$ cat config.mk
export PLATFORM = sky130hd
export DESIGN_NAME = spi_master_mm
export DESIGN_NICKNAME = d
export VERILOG_FILES = /design/src/rtl/spim_pkg.sv /design/src/rtl/spim_regs.sv /design/src/rtl/spim_div.sv /design/src/rtl/spim_shift.sv /design/src/rtl/spim_sel.sv /design/src/rtl/spi_master_mm.sv
export SDC_FILE = /design/constraint.sdc
export NUM_CORES = 1
export LEC_CHECK = 0
export BUFFER_PORTS_ARGS = -buffer_cell sky130_fd_sc_hd__clkbuf_2
export CORE_ASPECT_RATIO = 0.9
export CORE_MARGIN = 3
export CORE_UTILIZATION = 45
export DETAILED_ROUTE_END_ITERATION = 6
export GPL_TIMING_DRIVEN = 0
export PLACE_DENSITY = 0.64
export SLEW_MARGIN = 30
export SYNTH_ARGS = -nofsm -noshare
export SYNTH_HDL_FRONTEND = slang
export SYNTH_SLANG_ARGS = --single-unit
$ cat constraint.sdc
create_clock -name clk -period 4 [get_ports clk]
set_clock_uncertainty 0.2 [all_clocks]
set_input_delay 0.2 -clock clk [delete_from_list [all_inputs] [get_ports clk]]
set_output_delay 0.2 -clock clk [all_outputs]
set_load 0.03 [all_outputs]
$ cat src/rtl/spim_pkg.sv
package spim_pkg;
  localparam int REG_W   = 16;
  localparam int BYTE_W  = 8;
  localparam int NUM_SEL = 7;
  localparam int IDX_W   = 3;
  localparam int LVL_OFF = REG_W / 2;
  localparam int CTL_W   = 6;

  localparam logic [IDX_W-1:0] IDX_CTL  = 3'd0;
  localparam logic [IDX_W-1:0] IDX_SEL  = 3'd1;
  localparam logic [IDX_W-1:0] IDX_STAT = 3'd2;
  localparam logic [IDX_W-1:0] IDX_TX   = 3'd3;
  localparam logic [IDX_W-1:0] IDX_RX   = 3'd4;
  localparam logic [IDX_W-1:0] IDX_DIV  = 3'd5;

  // Bit 0 is the enable, bit 5 the bit order.
  typedef struct packed {
    logic lsbf;
    logic cpol;
    logic cpha;
    logic txw;
    logic master;
    logic en;
  } ctl_t;

  function automatic logic [BYTE_W-1:0] bit_rev(input logic [BYTE_W-1:0] v);
    logic [BYTE_W-1:0] r;
    for (int i = 0; i < BYTE_W; i++) r[i] = v[BYTE_W-1-i];
    return r;
  endfunction
endpackage

$ cat src/rtl/spim_regs.sv
module spim_regs
  import spim_pkg::*;
(
  input  logic              clk,
  input  logic              rst_n,
  input  logic              wr,
  input  logic              rd,
  input  logic [IDX_W-1:0]  idx,
  input  logic [REG_W-1:0]  wdata,
  output logic [REG_W-1:0]  rdata,
  input  logic              busy,
  input  logic              done_p,
  input  logic [BYTE_W-1:0] rx_byte,
  output ctl_t              ctl,
  output logic [NUM_SEL-1:0] sel_en,
  output logic [NUM_SEL-1:0] sel_lvl,
  output logic [REG_W-1:0]  div,
  output logic              load,
  output logic [BYTE_W-1:0] tx_byte,
  output logic              pend
);
  logic [BYTE_W-1:0] rxbuf_q;
  logic              done_st, rxrdy_q;
  logic              acc_tx, rd_rx;

  assign acc_tx = wr && (idx == IDX_TX) && ctl.en && ctl.master && ctl.txw;
  assign rd_rx  = rd && (idx == IDX_RX);
  assign load   = !busy && pend && ctl.en && ctl.master;

  always_ff @(posedge clk or negedge rst_n) begin
    if (!rst_n) begin
      ctl     <= '0;
      sel_en  <= '0;
      sel_lvl <= '0;
      div     <= '0;
      tx_byte <= '0;
      rxbuf_q <= '0;
      pend    <= 1'b0;
      done_st <= 1'b0;
      rxrdy_q <= 1'b0;
    end else begin
      if (wr && idx == IDX_CTL) ctl <= ctl_t'(wdata[CTL_W-1:0]);
      if (wr && idx == IDX_DIV) div <= wdata;
      if (wr && idx == IDX_SEL) begin
        for (int i = 0; i < NUM_SEL; i++) begin
          sel_en[i]  <= wdata[i+1];
          sel_lvl[i] <= wdata[i+1+LVL_OFF];
        end
      end
      if (acc_tx) tx_byte <= wdata[BYTE_W-1:0];
      pend <= (pend && !load) || acc_tx;
      if (done_p) begin
        rxbuf_q <= rx_byte;
        done_st <= 1'b1;
        rxrdy_q <= 1'b1;
      end else begin
        if (acc_tx) done_st <= 1'b0;
        if (rd_rx)  rxrdy_q <= 1'b0;
      end
    end
  end

  always_comb begin
    rdata = '0;
    case (idx)
      IDX_CTL:  rdata[CTL_W-1:0] = ctl;
      IDX_SEL: begin
        for (int i = 0; i < NUM_SEL; i++) begin
          rdata[i+1]         = sel_en[i];
          rdata[i+1+LVL_OFF] = sel_lvl[i];
        end
      end
      IDX_STAT: rdata[2:0] = {rxrdy_q, done_st, pend};
      IDX_RX:   rdata[BYTE_W-1:0] = rxbuf_q;
      IDX_DIV:  rdata = div;
      default:  rdata = '0;
    endcase
  end


  rx_rise_chk: assert property (@(posedge clk) disable iff (!rst_n)
    $rose(rxrdy_q) |-> $past(done_p));
endmodule

$ cat src/rtl/spim_div.sv
module spim_div
  import spim_pkg::*;
(
  input  logic             clk,
  input  logic             rst_n,
  input  logic             run,
  input  logic [REG_W-1:0] div,
  output logic             tick
);
  localparam logic [REG_W-1:0] MIN_DIV = REG_W'(2);
  logic [REG_W-1:0] cnt, half;

  assign half = (div < MIN_DIV) ? MIN_DIV : div;
  assign tick = run && (cnt == half - REG_W'(1));

  always_ff @(posedge clk or negedge rst_n) begin
    if (!rst_n)    cnt <= '0;
    else if (!run) cnt <= '0;
    else if (tick) cnt <= '0;
    else           cnt <= cnt + REG_W'(1);
  end
endmodule

$ cat src/rtl/spim_shift.sv
module spim_shift
  import spim_pkg::*;
(
  input  logic              clk,
  input  logic              rst_n,
  input  logic              load,
  input  logic [BYTE_W-1:0] tx_byte,
  input  logic              cpha,
  input  logic              cpol,
  input  logic              lsbf,
  input  logic              tick,
  input  logic              miso,
  output logic              busy,
  output logic              sck,
  output logic              mosi,
  output logic              done_p,
  output logic [BYTE_W-1:0] rx_byte
);
  localparam int EDGES = 2 * BYTE_W;
  localparam int CW    = $clog2(EDGES);
  localparam logic [CW-1:0] LAST = CW'(EDGES - 1);

  logic              ph, cpha_l, lsbf_l;
  logic [CW-1:0]     ecnt;
  logic [BYTE_W-1:0] txsh, rxsh;
  logic              lead, smp, shf;

  assign lead = !ecnt[0];
  assign smp  = lead ^ cpha_l;
  assign shf  = !smp && !(cpha_l && ecnt == '0) && !(!cpha_l && ecnt == LAST);

  assign sck     = ph ^ cpol;
  assign mosi    = txsh[BYTE_W-1];
  assign rx_byte = lsbf_l ? bit_rev(rxsh) : rxsh;

  always_ff @(posedge clk or negedge rst_n) begin
    if (!rst_n) begin
      busy   <= 1'b0;
      ph     <= 1'b0;
      ecnt   <= '0;
      txsh   <= '0;
      rxsh   <= '0;
      cpha_l <= 1'b0;
      lsbf_l <= 1'b0;
      done_p <= 1'b0;
    end else begin
      done_p <= 1'b0;
      if (load) begin
        busy   <= 1'b1;
        ph     <= 1'b0;
        ecnt   <= '0;
        txsh   <= lsbf ? bit_rev(tx_byte) : tx_byte;
        cpha_l <= cpha;
        lsbf_l <= lsbf;
      end else if (busy && tick) begin
        ph   <= ~ph;
        ecnt <= ecnt + CW'(1);
        if (smp) rxsh <= {rxsh[BYTE_W-2:0], miso};
        if (shf) txsh <= {txsh[BYTE_W-2:0], 1'b0};
        if (ecnt == LAST) begin
          busy   <= 1'b0;
          done_p <= 1'b1;
        end
      end
    end
  end


  idle_phase_chk: assert property (@(posedge clk) disable iff (!rst_n)
    !busy |-> (ph == 1'b0));

  phase_hold_chk: assert property (@(posedge clk) disable iff (!rst_n)
    !tick |=> $stable(ph));

  done_idle_chk: assert property (@(posedge clk) disable iff (!rst_n)
    done_p |-> !busy);
endmodule

$ cat src/rtl/spim_sel.sv
module spim_sel
  import spim_pkg::*;
(
  input  logic [NUM_SEL-1:0] en,
  input  logic [NUM_SEL-1:0] lvl,
  output logic [NUM_SEL-1:0] sel_n
);
  for (genvar i = 0; i < NUM_SEL; i++) begin : g_line
    assign sel_n[i] = en[i] ? lvl[i] : 1'b1;
  end
endmodule

$ cat src/rtl/spi_master_mm.sv
module spi_master_mm
  import spim_pkg::*;
(
  input  logic               clk,
  input  logic               rst_n,
  input  logic               bus_wr,
  input  logic               bus_rd,
  input  logic [IDX_W-1:0]   bus_idx,
  input  logic [REG_W-1:0]   bus_wdata,
  output logic [REG_W-1:0]   bus_rdata,
  output logic               sck,
  output logic               mosi,
  input  logic               miso,
  output logic [NUM_SEL-1:0] sel_n
);
  ctl_t              ctl;
  logic [NUM_SEL-1:0] sel_en, sel_lvl;
  logic [REG_W-1:0]  div;
  logic              load, busy, done_p, tick, pend;
  logic [BYTE_W-1:0] tx_byte, rx_byte;

  spim_regs u_regs (
    .clk(clk), .rst_n(rst_n), .wr(bus_wr), .rd(bus_rd), .idx(bus_idx),
    .wdata(bus_wdata), .rdata(bus_rdata), .busy(busy), .done_p(done_p),
    .rx_byte(rx_byte), .ctl(ctl), .sel_en(sel_en), .sel_lvl(sel_lvl),
    .div(div), .load(load), .tx_byte(tx_byte), .pend(pend)
  );

  spim_div u_div (
    .clk(clk), .rst_n(rst_n), .run(busy), .div(div), .tick(tick)
  );

  spim_shift u_shift (
    .clk(clk), .rst_n(rst_n), .load(load), .tx_byte(tx_byte),
    .cpha(ctl.cpha), .cpol(ctl.cpol), .lsbf(ctl.lsbf), .tick(tick),
    .miso(miso), .busy(busy), .sck(sck), .mosi(mosi), .done_p(done_p),
    .rx_byte(rx_byte)
  );

  spim_sel u_sel (.en(sel_en), .lvl(sel_lvl), .sel_n(sel_n));


  pend_take_chk: assert property (@(posedge clk) disable iff (!rst_n)
    $fell(pend) |-> $rose(busy));
endmodule

# After elaboration in Yosys (flattened, before gate mapping)

Index checks and enable logic that the tools add are counted.

Bitwise operators: 4
Reduce and logical (&&, ||, !) cells: 36
Add/subtract/negate cells: 3
$lt $le $gt $ge: 1
Equality and inequality tests: 7
Multiplexer cells: 35

Operator list:

| cell                    | number |
|---|---|
| $mux W16                | 3 |
| $mux W8                 | 5 |
| $mux W1                 | 20 |
| $logic_and A1 B1 Y1     | 18 |
| $add A16 B1 Y16 const B | 1 |
| $eq A16 B16 Y1          | 1 |
| $lt A16 B2 Y1 const B   | 1 |
| $sub A16 B1 Y16 const B | 1 |
| $pmux W7 S2             | 1 |
| $pmux W3 S4             | 1 |
| $pmux W2 S5             | 1 |
| $reduce_bool A2 Y1      | 5 |
| $mux W4                 | 2 |
| $logic_not A1 Y1        | 7 |
| $eq A3 B2 Y1 const B    | 2 |
| $eq A3 B3 Y1 const B    | 2 |
| $pmux W2 S3             | 1 |
| $add A4 B1 Y4 const B   | 1 |
| $eq A4 B4 Y1 const B    | 1 |
| $logic_not A4 Y1        | 1 |
| $pmux W1 S4             | 1 |
| $reduce_and A2 Y1       | 2 |
| $eq A3 B1 Y1 const B    | 1 |
| $logic_not A3 Y1        | 1 |
| 4 further kinds         | 6 |

Input bits: 24
Register bits: 96
Word-level logic and storage cells: 109

# Depth between registers and ports, before layout

Word-level depth: 8
Depth in mapped cells: 14

# Cells and area by module

A second synthesis with hierarchy kept.

Cells, all modules: 503
Area, all modules: 5656.7 µm²

Modules (own cells, without submodules):

| module     | instances | cells an instance | area an instance (µm²) |
|---|---|---|---|
| spim_regs  | 1         | 178               | 2542.4 |
| spim_div   | 1         | 191               | 1582.8 |
| spim_shift | 1         | 127               | 1487.7 |
| spim_sel   | 1         | 7                 | 43.8 |

# Worst setup path before layout

Ideal clock, no wire load.

Path kind: reg-to-reg
Start: reg u_regs.div[9]
End: reg u_shift.rxsh[0]
Clock period less this slack: 4.214 ns
Buffers on the path: 1
Setup time: 0.125 ns
Cell stages (with the launch flop): 13
Setup slack: -0.214 ns
Arrival: 3.889 ns
Cells stage by stage: dfrtp_1 > or4_1 > clkbuf_1 > nor4_4 > nand3_1 > nand2_1 > ha_1 > nand2b_1 > or4_4 > a2111oi_4 > o211ai_4 > nor4_4 > mux2_2

Word-level cells in the longest chain between the ends: 7

Ends and longest elaborated chain:

| item                                 | line             | source |
|---|---|---|
| start, declared                      | spim_regs.sv:17  | `output logic [REG_W-1:0] div,` |
| start signal, assigned               | spim_regs.sv:43  | `if (wr && idx == IDX_DIV) div <= wdata;` |
| $lt A16 B2 Y1                        | spim_div.sv:13   | `assign half = (div < MIN_DIV) ? MIN_DIV : div;` |
| $mux W16 *                           | spim_div.sv:13   |  |
| $sub A16 B1 Y16 *                    | spim_div.sv:14   | `assign tick = run && (cnt == half - REG_W'(1));` |
| $eq A16 B16 Y1 *                     | spim_div.sv:14   |  |
| $logic_and A1 B1 Y1 *                | spim_div.sv:14   |  |
| $logic_and A1 B1 Y1 *                | spim_shift.sv:55 | `end else if (busy && tick) begin` |
| $reduce_and A3 Y1 (no source line) * | --               |  |
| end signal, assigned                 | spim_shift.sv:58 | `if (smp) rxsh <= {rxsh[BYTE_W-2:0], miso};` |
| end, declared                        | spim_shift.sv:25 | `logic [BYTE_W-1:0] txsh, rxsh;` |

Mark *: on every way between the ends. The rest lies on a longest branch, timed or not.
A chain may end at the register's enable or synchronous reset.

# Final worst setup path

Start: reg u_regs.div[11]
End: reg u_shift.txsh[4]

Word-level cells in the longest chain between the ends: 8

Ends and longest elaborated chain:

| item                                  | line             | source |
|---|---|---|
| $lt A16 B2 Y1                         | spim_div.sv:13   |  |
| $mux W16 *                            | spim_div.sv:13   |  |
| $sub A16 B1 Y16 *                     | spim_div.sv:14   |  |
| $eq A16 B16 Y1 *                      | spim_div.sv:14   |  |
| $logic_and A1 B1 Y1 *                 | spim_div.sv:14   |  |
| $logic_and A1 B1 Y1 *                 | spim_shift.sv:55 |  |
| $reduce_bool A2 Y1 (no source line) * | --               |  |
| $reduce_and A2 Y1 (no source line) *  | --               |  |
| end signal, assigned                  | spim_shift.sv:52 | `txsh <= lsbf ? bit_rev(tx_byte) : tx_byte;` |
| end signal, assigned                  | spim_shift.sv:59 | `if (shf) txsh <= {txsh[BYTE_W-2:0], 1'b0};` |
| end, declared                         | spim_shift.sv:25 |  |

Marked as above.

==> metrics.yaml <==
status: "finished clean"
grt_pass1_vias: 4181
postRouteAntennaNets: 0
power_mw: 3.11
setup_slack_ns: 0.0256
synth_top_area_frac: 0.446
yosys_most_used_dff: "dfrtp_1"
cp_slowest_cell: "or4_4"
layout.nets: 621
grt_pass1_wl_mm: 22.0
start_util: 0.466
dpl.hpwl_mm: 9.50
rsz0062_at_grt: "true"
p_leak_nw: 2.89
syn-cell-area_sq_um: 5390
clk_latency_ns: 0.34
critical-path-top-delay-family: "simple AND/OR/NAND/NOR gates"
startpoint_type: "flip-flop"
setup_viol: 0
area_growth_syn_to_layout_pct: 24.7
antenna_cells: 0
routed_via_density: 5.62
powerDensity_nw_per_um2: 463
routed-via-count: 4240
synth_edf_count: 0
cp_max_fo: 7
syn_inst: 496
worstSetupPathType: "reg2reg"
path_cells: "or4_4 > nor4_4 > nand3_2 > nand2_2 > ha_4 > nand2b_4 > or4_4 > a2111oi_4 > o211ai_4 > o21bai_4 > buf_6 > o41a_1 > a22oi_1"
required_ns: 4.06
critPathArrivalTime_ns: 4.03
maxCapViolations: 0
synthTopCellsByCount: "dfrtp_1, mux2_2, nor2_1"
die_h_um: 110
grt_max_degree: 66
tns_ns: 0
fmaxAchievable_mhz: 252
die_w_um: 121
ys_seq_area_frac: 0.446
async_flop_share: 1.00
routedWlPerCell_um: 18.1
gr-usage-all-layers: 0.212
cp_slowest_stage_delay_ns: 0.56
ys_types: 62
crit_path_frequent_cell: "or4_4"
drive_gt1_frac: 0.316
max_slew_margin: 0.407
synth_area_leader_cell: "dfrtp_1"
place.gp.congestion: 0.861
yosysMostFrequentCell: "dfrtp_1"
cts_htree_levels: 3
path_buf_inv: 1
die_area_sq_um: 13300
syn_nets: 524
synth_area_leaders: "dfrtp_1, mux2_2, mux2i_1"
ir_drop_v: 0.000335
min_period_ns: 3.97
clkTransAtPathRegs_ns: 0.07
cts.path.max_buffers: 2
placementRows: 37
drv_slew: 0
syn_area_per_cell_sq_um: 10.9
boundaryPins: 49
hold_viol: 0
grt_overflow: 0
synth-seq-cells: 96
post-place-ws_ns: -0.393
worst_pin_slew_ns: 0.883
first_pass_iters: 4
cts_tree: "done"
cts_sinks: 96
fp.coreArea_sq_um: 11600
fin_util: 0.581
io_buffers: 47
end_kind: "flip-flop"
dr.first_iter.drc_count: 214
hold_path.class: "in2reg"
root_buffer: "clkbuf_16"
antenna_found_initial: 0
drc_errors: 0
yosysWarnings: 0
finalWirelength_mm: 13.6
post-route-period-util: 0.994
cts_made_buffers: 9
-- sequential cells by signal, indices dropped and copies added, names as in the netlist, 6 cells and up --
signal          flops
u_regs.rxbuf_q      8
u_regs.div         16
u_shift.rxsh        8
u_regs.tx_byte      8
u_regs.ctl          6
u_regs.sel_en       7
u_div.cnt          16
u_shift.txsh        8
u_regs.sel_lvl      7
-- timing repair --
item                       in CTS  in global routing
setup endpoints to repair      39                 33
hold endpoints to repair      142                  0
hold buffers                   19                  0
buffers inserted               15                  6
cloned                          1                  0
pin swaps                       7                 11
gates resized for setup        13                 25
-- metrics by stage --
step,instance area [sq um],hold slack [ns],instances
6_report,6720,0.105,754
3_5_place_dp,5870,-0.0793,700
4_1_cts,6570,0.0798,749
3_3_place_gp,5830,0.235,699
5_1_grt,6720,0.142,754
2_1_floorplan,5400,-0.296,496
-- path summary, 6_finish.rpt --
| kind | cells after the start | startpoint | slack, ns | to |
|---|---|---|---|---|
| min in group asynchronous | 2 | rst_n | 0.13 | u_div.cnt[15] |
| min reg2reg | 1 | u_regs.rxrdy_q | 0.28 | u_regs.rxrdy_q |
| max | 13 | u_regs.div[11] | 0.03 | u_shift.txsh[4] |
| min | 4 | bus_idx[1] | 0.11 | u_regs.rxrdy_q |
| max reg2reg | 13 | u_regs.div[11] | 0.03 | u_shift.txsh[4] |
| max in group asynchronous | 3 | rst_n | 2.87 | u_regs.div[2] |
-- tightest hold or removal path: cells and delay by family --
kind,cells,cell delay [ns]
simple gates,2,0.19
compound gates,1,0.11
buf+inv,1,0.12
-- kinds of logic (layout without fill, tap and decap cells) --
kind of cell	count (synthesis)	after routing	share of synthesized area
AND/OR/NAND/NOR	174	174	0.172
flip-flops	96	96	0.446
multiplexers	91	91	0.191
AO/OA/AOI/OAI	66	66	0.106
buffers and inverters	35	137	0.0276
XOR/XNOR	30	30	0.0487
adder cells (fa/ha/maj)	4	4	0.00929
-- final cells by class --
class                   instances  area (sq um)
fillers                       990          4850
multi-input cells             365          3010
plain buffers                  26           119
clock inverters                 7           103
well taps                     156           195
clock buffers                   9           225
repair buffers                 89           638
inverters                       6          22.5
flip-flops and latches         96          2410
-- routing by layer --
| metal | vias up | track usage | share of wire |
|---|---|---|---|
| met5 | - | 0 | 0 |
| met4 | 0 | 0.0760 | 0.014 |
| met3 | 13 | 0.0288 | 0.026 |
| met2 | 72 | 0.335 | 0.48 |
| met1 | 2150 | 0.302 | 0.48 |
| li1 | 2005 | - | - |
-- cell usage in the layout, fill, tap and decap left out, types with 4 or more instances in the layout --
master / instances
buf_4: 20
buf_1: 4
nand3b_1: 4
nor2_1: 48
a21oi_1: 11
mux2i_1: 31
o41a_1: 7
nor3_1: 5
clkbuf_1: 17
dlygate4sd3_1: 19
nand3_1: 25
o41ai_2: 5
clkbuf_16: 9
nand2_1: 30
xor2_1: 14
dfrtp_1: 92
mux2_2: 56
nand2b_1: 15
nor2b_1: 8
inv_1: 6
and3_1: 6
a22oi_1: 8
buf_6: 5
dfrtp_2: 4
xnor2_1: 15
clkbuf_2: 47
mux4_2: 4
-- where the power goes --
| group | internal (mW) | total, mW | leakage, nW | switching [mW] |
|---|---|---|---|---|
| sequential | 1.11 | 1.28 | 1.25 | 0.165 |
| combinational | 0.393 | 0.878 | 1.48 | 0.485 |
| clock | 0.556 | 0.951 | 0.162 | 0.395 |
| total | 2.06 | 3.11 | 2.89 | 1.04 |
Note: power is estimated with default switching activity, not from simulation.
